$ cat config.mk
export PLATFORM = sky130hd
export DESIGN_NAME = nac_exec_unit
export DESIGN_NICKNAME = d
export VERILOG_FILES = /design/src/rtl/nac_pkg.sv /design/src/rtl/nac_decode.sv /design/src/rtl/nac_ripple_add.sv /design/src/rtl/nac_alu.sv /design/src/rtl/nac_state.sv /design/src/rtl/nac_exec_unit.sv
export SDC_FILE = /design/constraint.sdc
export NUM_CORES = 1
export LEC_CHECK = 0
export BUFFER_PORTS_ARGS = -buffer_cell sky130_fd_sc_hd__buf_2
export CAP_MARGIN = 0
export CORE_ASPECT_RATIO = 0.8
export CORE_MARGIN = 5
export CORE_UTILIZATION = 45
export DETAILED_ROUTE_END_ITERATION = 16
export PLACE_DENSITY = 0.73
export SLEW_MARGIN = 5
export SYNTH_ARGS = -nofsm -noshare
export SYNTH_HDL_FRONTEND = slang
export SYNTH_SLANG_ARGS = --single-unit
$ cat constraint.sdc
create_clock -name clk -period 3.35 [get_ports clk]
set_clock_uncertainty 0.15 [all_clocks]
set_input_delay 0.67 -clock clk [delete_from_list [all_inputs] [get_ports clk]]
set_output_delay 0.67 -clock clk [all_outputs]
set_load 0.05 [all_outputs]
$ cat src/rtl/nac_pkg.sv
package nac_pkg;

    localparam int NIB_W = 4;
    localparam int OPC_W = 8;
    localparam int HALF_W = OPC_W / 2;

    typedef logic [NIB_W-1:0] nib_t;
    typedef logic [OPC_W-1:0] opc_t;

    localparam opc_t OPC_ADDC  = 8'h30;
    localparam opc_t OPC_ADD   = 8'h31;
    localparam opc_t OPC_CLRA  = 8'h00;
    localparam opc_t OPC_CPL   = 8'h40;
    localparam opc_t OPC_NOP   = 8'h44;
    localparam opc_t OPC_CLRC  = 8'h32;
    localparam opc_t OPC_SETC  = 8'h22;
    localparam opc_t OPC_XOR   = 8'h02;
    localparam logic [HALF_W-1:0] ADDI_HI = 4'h5;

    typedef enum logic [3:0] {
        K_NONE,
        K_ADDC,
        K_ADD,
        K_ADDI,
        K_CLR,
        K_CPL,
        K_XOR,
        K_CLRC,
        K_SETC
    } kind_e;

    typedef struct packed {
        kind_e kind;
        nib_t  imm;
    } dec_t;

    typedef struct packed {
        nib_t acc;
        logic carry;
        logic skip;
    } res_t;

    function automatic logic is_addi(input opc_t op);
        return (op[OPC_W-1:HALF_W] == ADDI_HI) && (op[HALF_W-1:0] != '0);
    endfunction

endpackage

$ cat src/rtl/nac_decode.sv
module nac_decode
    import nac_pkg::*;
(
    input  opc_t opcode,
    output dec_t dec
);
    always_comb begin
        dec.imm  = opcode[NIB_W-1:0];
        dec.kind = K_NONE;
        if (is_addi(opcode)) begin
            dec.kind = K_ADDI;
        end else begin
            unique case (opcode)
                OPC_ADDC: dec.kind = K_ADDC;
                OPC_ADD:  dec.kind = K_ADD;
                OPC_CLRA: dec.kind = K_CLR;
                OPC_CPL:  dec.kind = K_CPL;
                OPC_XOR:  dec.kind = K_XOR;
                OPC_CLRC: dec.kind = K_CLRC;
                OPC_SETC: dec.kind = K_SETC;
                default:  dec.kind = K_NONE;
            endcase
        end
    end
endmodule

$ cat src/rtl/nac_ripple_add.sv
module nac_ripple_add #(
    parameter int W = 4
) (
    input  logic [W-1:0] a,
    input  logic [W-1:0] b,
    input  logic         ci,
    output logic [W-1:0] sum,
    output logic         co
);
    logic [W:0] cc;
    assign cc[0] = ci;

    for (genvar i = 0; i < W; i++) begin : g_bit
        assign sum[i]  = a[i] ^ b[i] ^ cc[i];
        assign cc[i+1] = (a[i] & b[i]) | (cc[i] & (a[i] ^ b[i]));
    end

    assign co = cc[W];
endmodule

$ cat src/rtl/nac_alu.sv
module nac_alu
    import nac_pkg::*;
(
    input  nib_t acc_q,
    input  logic carry_q,
    input  nib_t mem_nib,
    input  dec_t dec,
    output res_t res
);
    nib_t add_b;
    logic add_ci;
    nib_t add_sum;
    logic add_co;

    assign add_b  = (dec.kind == K_ADDI) ? dec.imm : mem_nib;
    assign add_ci = (dec.kind == K_ADDC) ? carry_q : 1'b0;

    nac_ripple_add #(.W(NIB_W)) u_add (
        .a   (acc_q),
        .b   (add_b),
        .ci  (add_ci),
        .sum (add_sum),
        .co  (add_co)
    );

    always_comb begin
        res.acc   = acc_q;
        res.carry = carry_q;
        res.skip  = 1'b0;
        unique case (dec.kind)
            K_ADDC: begin
                res.acc   = add_sum;
                res.carry = add_co;
                res.skip  = add_co;
            end
            K_ADD:  res.acc = add_sum;
            K_ADDI: begin
                res.acc  = add_sum;
                res.skip = add_co;
            end
            K_CLR:  res.acc   = '0;
            K_CPL:  res.acc   = ~acc_q;
            K_XOR:  res.acc   = acc_q ^ mem_nib;
            K_CLRC: res.carry = 1'b0;
            K_SETC: res.carry = 1'b1;
            default: ;
        endcase
    end
endmodule

$ cat src/rtl/nac_state.sv
module nac_state
    import nac_pkg::*;
(
    input  logic clk,
    input  logic rst,
    input  logic take,
    input  res_t nxt,
    output nib_t acc_q,
    output logic carry_q,
    output logic skip_q
);
    always_ff @(posedge clk) begin
        if (rst) begin
            acc_q   <= '0;
            carry_q <= 1'b0;
            skip_q  <= 1'b0;
        end else if (take) begin
            acc_q   <= nxt.acc;
            carry_q <= nxt.carry;
            skip_q  <= nxt.skip;
        end else begin
            skip_q  <= 1'b0;
        end
    end

    a_r9_idle_hold: assert property (@(posedge clk) disable iff (rst)
        !take |=> $stable(acc_q) && $stable(carry_q) && !skip_q);

    a_r10_skip_from_take: assert property (@(posedge clk) disable iff (rst)
        skip_q |-> $past(take));
endmodule

$ cat src/rtl/nac_exec_unit.sv
module nac_exec_unit
    import nac_pkg::*;
(
    input  logic       clk,
    input  logic       rst,
    input  logic       op_valid,
    input  logic [7:0] opcode,
    input  logic [3:0] mem_nib,
    output logic [3:0] acc,
    output logic       carry,
    output logic       skip
);
    dec_t dec;
    res_t nxt;

    nac_decode u_dec (
        .opcode (opcode),
        .dec    (dec)
    );

    nac_alu u_alu (
        .acc_q   (acc),
        .carry_q (carry),
        .mem_nib (mem_nib),
        .dec     (dec),
        .res     (nxt)
    );

    nac_state u_st (
        .clk     (clk),
        .rst     (rst),
        .take    (op_valid),
        .nxt     (nxt),
        .acc_q   (acc),
        .carry_q (carry),
        .skip_q  (skip)
    );

    a_r1_reset_clears: assert property (@(posedge clk)
        rst |=> acc == 4'h0 && !carry && !skip);

    a_r3_add_keeps_carry: assert property (@(posedge clk) disable iff (rst)
        op_valid && opcode == 8'h31 |=> !skip && carry == $past(carry));

    a_r4_addi_keeps_carry: assert property (@(posedge clk) disable iff (rst)
        op_valid && opcode[7:4] == 4'h5 && opcode[3:0] != 4'h0 |=> carry == $past(carry));

    a_r5_clear_acc: assert property (@(posedge clk) disable iff (rst)
        op_valid && opcode == 8'h00 |=> acc == 4'h0 && !skip);

    a_r7_set_carry: assert property (@(posedge clk) disable iff (rst)
        op_valid && opcode == 8'h22 |=> carry && acc == $past(acc) && !skip);

    a_r8_nop_holds: assert property (@(posedge clk) disable iff (rst)
        op_valid && (opcode == 8'h44 || opcode == 8'h50) |=> $stable(acc) && $stable(carry) && !skip);
endmodule

# Word level (Yosys, flattened, before mapping)
# Cells that the tools add are included.
dict set report classes {
  eq_ne 15
  bitwise_logic 24
  n_reduce_logical 10
  n_mux 6
}
# operator n
set op_table {}
lappend op_table {{$eq A8 B6 Y1 const B} 4}
lappend op_table {{$pmux W4 S7} 1}
lappend op_table {{$eq A4 B3 Y1 const B} 5}
lappend op_table {{$pmux W4 S4} 1}
lappend op_table {{$and A1 B1 Y1} 8}
lappend op_table {{$eq A4 B2 Y1 const B} 2}
lappend op_table {{$eq A8 B2 Y1 const B} 1}
lappend op_table {{$eq A8 B7 Y1 const B} 1}
lappend op_table {{$logic_not A8 Y1} 1}
lappend op_table {{$mux W4} 2}
lappend op_table {{$reduce_bool A4 Y1} 2}
lappend op_table {{$xor A1 B1 Y1} 8}
lappend op_table {{$reduce_or A3 Y1} 2}
lappend op_table {{$eq A4 B1 Y1 const B} 1}
lappend op_table {{$eq A4 B4 Y1 const B} 1}
lappend op_table {{$not A4 Y4} 1}
lappend op_table {{$or A1 B1 Y1} 4}
lappend op_table {{$reduce_and A2 Y1} 2}
lappend op_table {{$xor A4 B4 Y4} 1}
lappend op_table {{$pmux W1 S3} 1}
lappend op_table {{$reduce_bool A3 Y1} 1}
lappend op_table {{$not A1 Y1} 2}
lappend op_table {{$reduce_or A2 Y1} 1}
lappend op_table {{$logic_and A1 B1 Y1} 1}
lappend op_table {{$mux W1} 1}
dict set report word_totals {
  output_inout_bits 6
  ff_bits 6
}

# Depth between registers and ports, before layout
dict set report depth {
  ltp_word 15
  ltp_mapped 13
}

# Modules after synthesis
# From an unflattened synthesis, not the netlist that was laid out.
dict set report hier_totals {
  hier_cells 105
  hier_area_um2 917.1
}
# module cells_per_inst instances area_per_inst_um2
set modules_own_cells {}
lappend modules_own_cells {nac_alu 48 1 401.6}
lappend modules_own_cells {nac_state 18 1 210.2}
lappend modules_own_cells {nac_decode 25 1 187.7}
lappend modules_own_cells {nac_ripple_add 14 1 117.6}

# Worst setup path after synthesis
# OpenSTA, ideal clock, no wires.
dict set report synth_timing {
  kind {input to register}
  start {input port opcode[1]}
  end {register u_st.acc_q[3]}
  path_slack_ns -0.186
  n_path_buf 1
  setup_time_ns 0.131
  arrival_time_ns 3.255
  cell_stages 13
  cell_sequence {buf_2 -> or4_4 -> nand4b_4 -> mux2i_1 -> fa_1 -> inv_1 -> fa_1 -> inv_1 -> fa_1 -> inv_1 -> fa_1 -> nor2_1 -> o41ai_2}
}
dict set report synth_between {
  elab_chain_len 14
  word_cells_on_any_way 37
  classes_between {eq/ne (12); mux (5); bitwise (14); reduce/logical (6)}
}
# element line
set synth_rtl {}
lappend synth_rtl {{start: declaration} nac_exec_unit.sv:7} ;# input logic [7:0] opcode,
lappend synth_rtl {{$eq A8 B6 Y1, or another cell as far along} nac_decode.sv:13} ;# unique case (opcode)
lappend synth_rtl {{$pmux W4 S7 or $logic_and A1 B1 Y1 (tied branches)} {nac_decode.sv:13, nac_pkg.sv:44}}
lappend synth_rtl {{$mux W4} nac_decode.sv:10} ;# if (is_addi(opcode)) begin
lappend synth_rtl {{$eq A4 B2 Y1} {nac_alu.sv:15, nac_alu.sv:30}}
lappend synth_rtl {{$mux W4} nac_alu.sv:15} ;# assign add_b = (dec.kind == K_ADDI) ? dec.imm : mem_nib;
lappend synth_rtl {{$xor A1 B1 Y1} nac_ripple_add.sv:15} ;# assign cc[i+1] = (a[i] & b[i]) | (cc[i] & (a[i] ^ b[i]));
lappend synth_rtl {{$and A1 B1 Y1} nac_ripple_add.sv:15}
lappend synth_rtl {{$or A1 B1 Y1} nac_ripple_add.sv:15}
lappend synth_rtl {{$and A1 B1 Y1} nac_ripple_add.sv:15}
lappend synth_rtl {{$or A1 B1 Y1} nac_ripple_add.sv:15}
lappend synth_rtl {{$and A1 B1 Y1} nac_ripple_add.sv:15}
lappend synth_rtl {{$or A1 B1 Y1} nac_ripple_add.sv:15}
lappend synth_rtl {{$xor A1 B1 Y1} nac_ripple_add.sv:14} ;# assign sum[i] = a[i] ^ b[i] ^ cc[i];
lappend synth_rtl {{$pmux W4 S4} nac_alu.sv:30} ;# unique case (dec.kind)
lappend synth_rtl {{end signal: assignment} nac_state.sv:18} ;# acc_q <= nxt.acc;
lappend synth_rtl {{end: declaration} nac_state.sv:8} ;# output nib_t acc_q,
# Parallel ways exist; a longest one is shown, timed or not.
# A chain may end at the register's enable or synchronous reset.

# Worst setup path after layout
dict set report layout_timing {
  start {input port opcode[0]}
  end {register u_st.acc_q[3]}
}
# Same word-level chain as after synthesis.

==> run_results.csv <==
group,metric,value,unit
placed_design,dp_hpwl,1.69,mm
route,drt_pass1_iterations,4,
timing,layout_setup_ws,0.109,ns
cells_and_area,seqCellArea,120,µm²
route,via_count,788,
logic_synthesis,synthFlopType,"dfxtp_1",
logic_synthesis,synth_top_cell_by_area,"dfxtp_1",
setup_path,critPathLaunch,"opcode[0]",
setup_path,crit_type,"input port to flop",
grt,grt_pass1_wl,3.48,mm
setup_path,worstSetupEndpointType,"flop",
die,start_util,46.6,%
logic_synthesis,synth_cell_type_count,38,
setup_path,start_kind,"input port",
timing,fin_crit,3.24,ns
setup_path,crit_arrival,3.26,ns
die,row_count,13,
placed_design,post-place-ws,-0.177,ns
grt,grt_pass1_vias,783,
grt,grt_overflow_total,0,
setup_path,reg2reg_from,"u_st.acc_q[0]",
timing,max-slew-margin-rel,72.6,%
route,drt_wl_total,2.09,mm
grt,grt_antenna_before_repair,0,
run_status,status,"finished, final reports clean",
timing,holdWs,0.386,ns
run,maxCapViolCount,0,
cts,cts_setup_buffers,0,
logic_synthesis,synth_top_area_share,16.2,%
power,p_per_area,224,nW/µm²
route,wl_per_cell,15.2,µm
timing,final-setup-viol-count,0,
cts,cts_sinks,6,
setup_path,cp_data_required_time,3.37,ns
die,die_y,46.4,µm
cts,ctsHtreeMaxLevel,1,
die,fp.coreArea,1590,µm²
timing,final_max_slew_viol_count,0,
logic_synthesis,yosysMostFrequentCell,"inv_1",
placed_design,placed_cell_area,951,µm²
min_path,hp-class,"flop to flop",
logic_synthesis,ys_seq_area_share,16.2,%
cells_and_area,drive_gt1_share,44.3,%
grt,grt_max_degree,12,
cts,cts_buffers,3,
logic_synthesis,netlist_instances,84,
logic_synthesis,synth_area_per_cell,8.85,µm²
logic_synthesis,netlist_area,743,µm²
power,ir_drop,169,µV
cts,cts-root-buf,"clkbuf_4",
timing,grt_setup_unrepaired,"yes",
logic_synthesis,async_reset_ff_share,0,%
cells_and_area,fillers,155,
timing,fmax,309,MHz
timing,worst_pin_slew,0.410,ns
cells_and_area,area_delta_synth_final,31.6,%
grt,grt_usage,17.5,%
cts,tritoncts,"done",
logic_synthesis,synth_area_leaders,"dfxtp_1 16%, fa_1 11%, o41ai_2 4.4%, nand4_1 4.2%, mux2i_1 4.0%",
cts,clock_latency,0.26,ns
logic_synthesis,synth_edf_count,0,
cts,cts_buffer_depth,2,
logic_synthesis,synth_common_cells,"7 x inv_1, 6 x dfxtp_1, 6 x nor2_1",
placed_design,gp_congestion,0.923,
cells_and_area,fin_util,61.4,%
die,die_x,55.4,µm
cells_and_area,antenna_cells,0,
timing,hold_viol,0,
route,via_per_inst,5.75,
route,drt_iter0_markers,22,
route,drc,0,
logic_synthesis,synth_nets,103,
die,die-area,2570,µm²
setup_path,worstPathMaxFanout,3,
route,postRouteAntennaNets,0,
min_path,hp-start,"u_st.acc_q[0]",
cells_and_area,multi_input_area,592,µm²
timing,fin_crit_sh,96.7,%
timing,setup_tns,0,ns
placed_design,io_buffers,20,
cells_and_area,finalNetCount,136,
cells_and_area,final_cell_area,978,µm²
logic_synthesis,ys_ff_latch,6,
die,ios,21,
power,cellLeakagePower,0.443,nW
logic_synthesis,yosysWarnings,0,
cts,clkSlewWorstSetupHoldPaths,0.06,ns
==> cell families after synthesis <==
logic type / count (synthesis) / share of synthesized area [%]
and+or+nand+nor: 36 / 34.3
AOI/OAI and AO/OA: 21 / 24.4
buffers and inverters: 11 / 6.40
DFF: 6 / 16.2
muxes: 4 / 5.56
adders and majority gates: 4 / 10.8
xor gates and xnor gates: 2 / 2.36
==> registers in the layout, summed over array words and instances, names as in the netlist <==
| signal | cells |
|---|---|
| u_st.carry_q | 1 |
| u_st.skip_q | 1 |
| u_st.acc_q | 4 |
==> cell type report <==
cell class                      count  share of cell area (%)
Multi-Input combinational cell     67                    60.5
Timing Repair Buffer               32                    19.4
Sequential cell                     6                    12.3
Tap cell                           22                    2.81
Inverter                            7                    2.69
Clock buffer                        3                    2.30
==> power by group <==
group | switching, W | total [W] | internal, W | leakage (nW)
combinational | 0.0000390 | 0.0000691 | 0.0000302 | 0.381
clock | 0.0000351 | 0.0000763 | 0.0000412 | 0.0138
sequential | 0.00000155 | 0.0000741 | 0.0000725 | 0.0484
total | 0.0000756 | 0.000220 | 0.000144 | 0.443
==> worst paths after layout <==
kind	end	slack, ns	cells past startpoint
max	u_st.acc_q[3]	0.11	13
max reg2reg	u_st.acc_q[3]	0.90	10
min	u_st.acc_q[0]	0.39	2
min reg2reg	u_st.acc_q[0]	0.39	2
==> critical path, cell delays in order <==
cell and delay [ns]:
buf_2 0.13, or4_4 0.54, nand4b_4 0.11, mux2i_2 0.23, fa_2 0.21, inv_1 0.05
fa_2 0.33, inv_2 0.07, fa_2 0.18, inv_1 0.05, fa_1 0.47, nor2_1 0.05
o41ai_2 0.18
==> per-layer routing <==
layer	global-route usage, %	wire length (µm)
met1	21.7	922
met2	30.2	1010
met3	5.88	145
met4	3.40	14
met5	0	0
==> layout by cell type (no fill, tap or decap), types with 3 or more instances in the layout <==
master | Yosys | final
nand4_1 | 5 | 5
a211oi_1 | 4 | 4
nand3_1 | 3 | 3
a21oi_1 | 4 | 4
nand3b_1 | 4 | 4
clkbuf_4 | 0 | 3
buf_2 | 2 | 20
nor2_1 | 6 | 6
fa_2 | 0 | 3
inv_1 | 7 | 6
nand2_1 | 3 | 3
nor2b_1 | 3 | 3
buf_4 | 1 | 12
dfxtp_1 | 6 | 6
==> timing repair <==
action                                  in CTS  in global routing
hold buffers                                 0                  0
endpoints found under the hold margin        0                  0
endpoints found under the setup margin       0                  1
resized for setup                            0                  1
==> through the flow <==
stage	power [W]	cells
2_1_floorplan	0.000114	84
3_3_place_gp	0.000141	134
3_5_place_dp	0.000144	134
4_1_cts	0.000218	137
5_1_grt	0.000233	137
6_report	0.000220	137
Note: power is estimated with default switching activity, not from simulation.
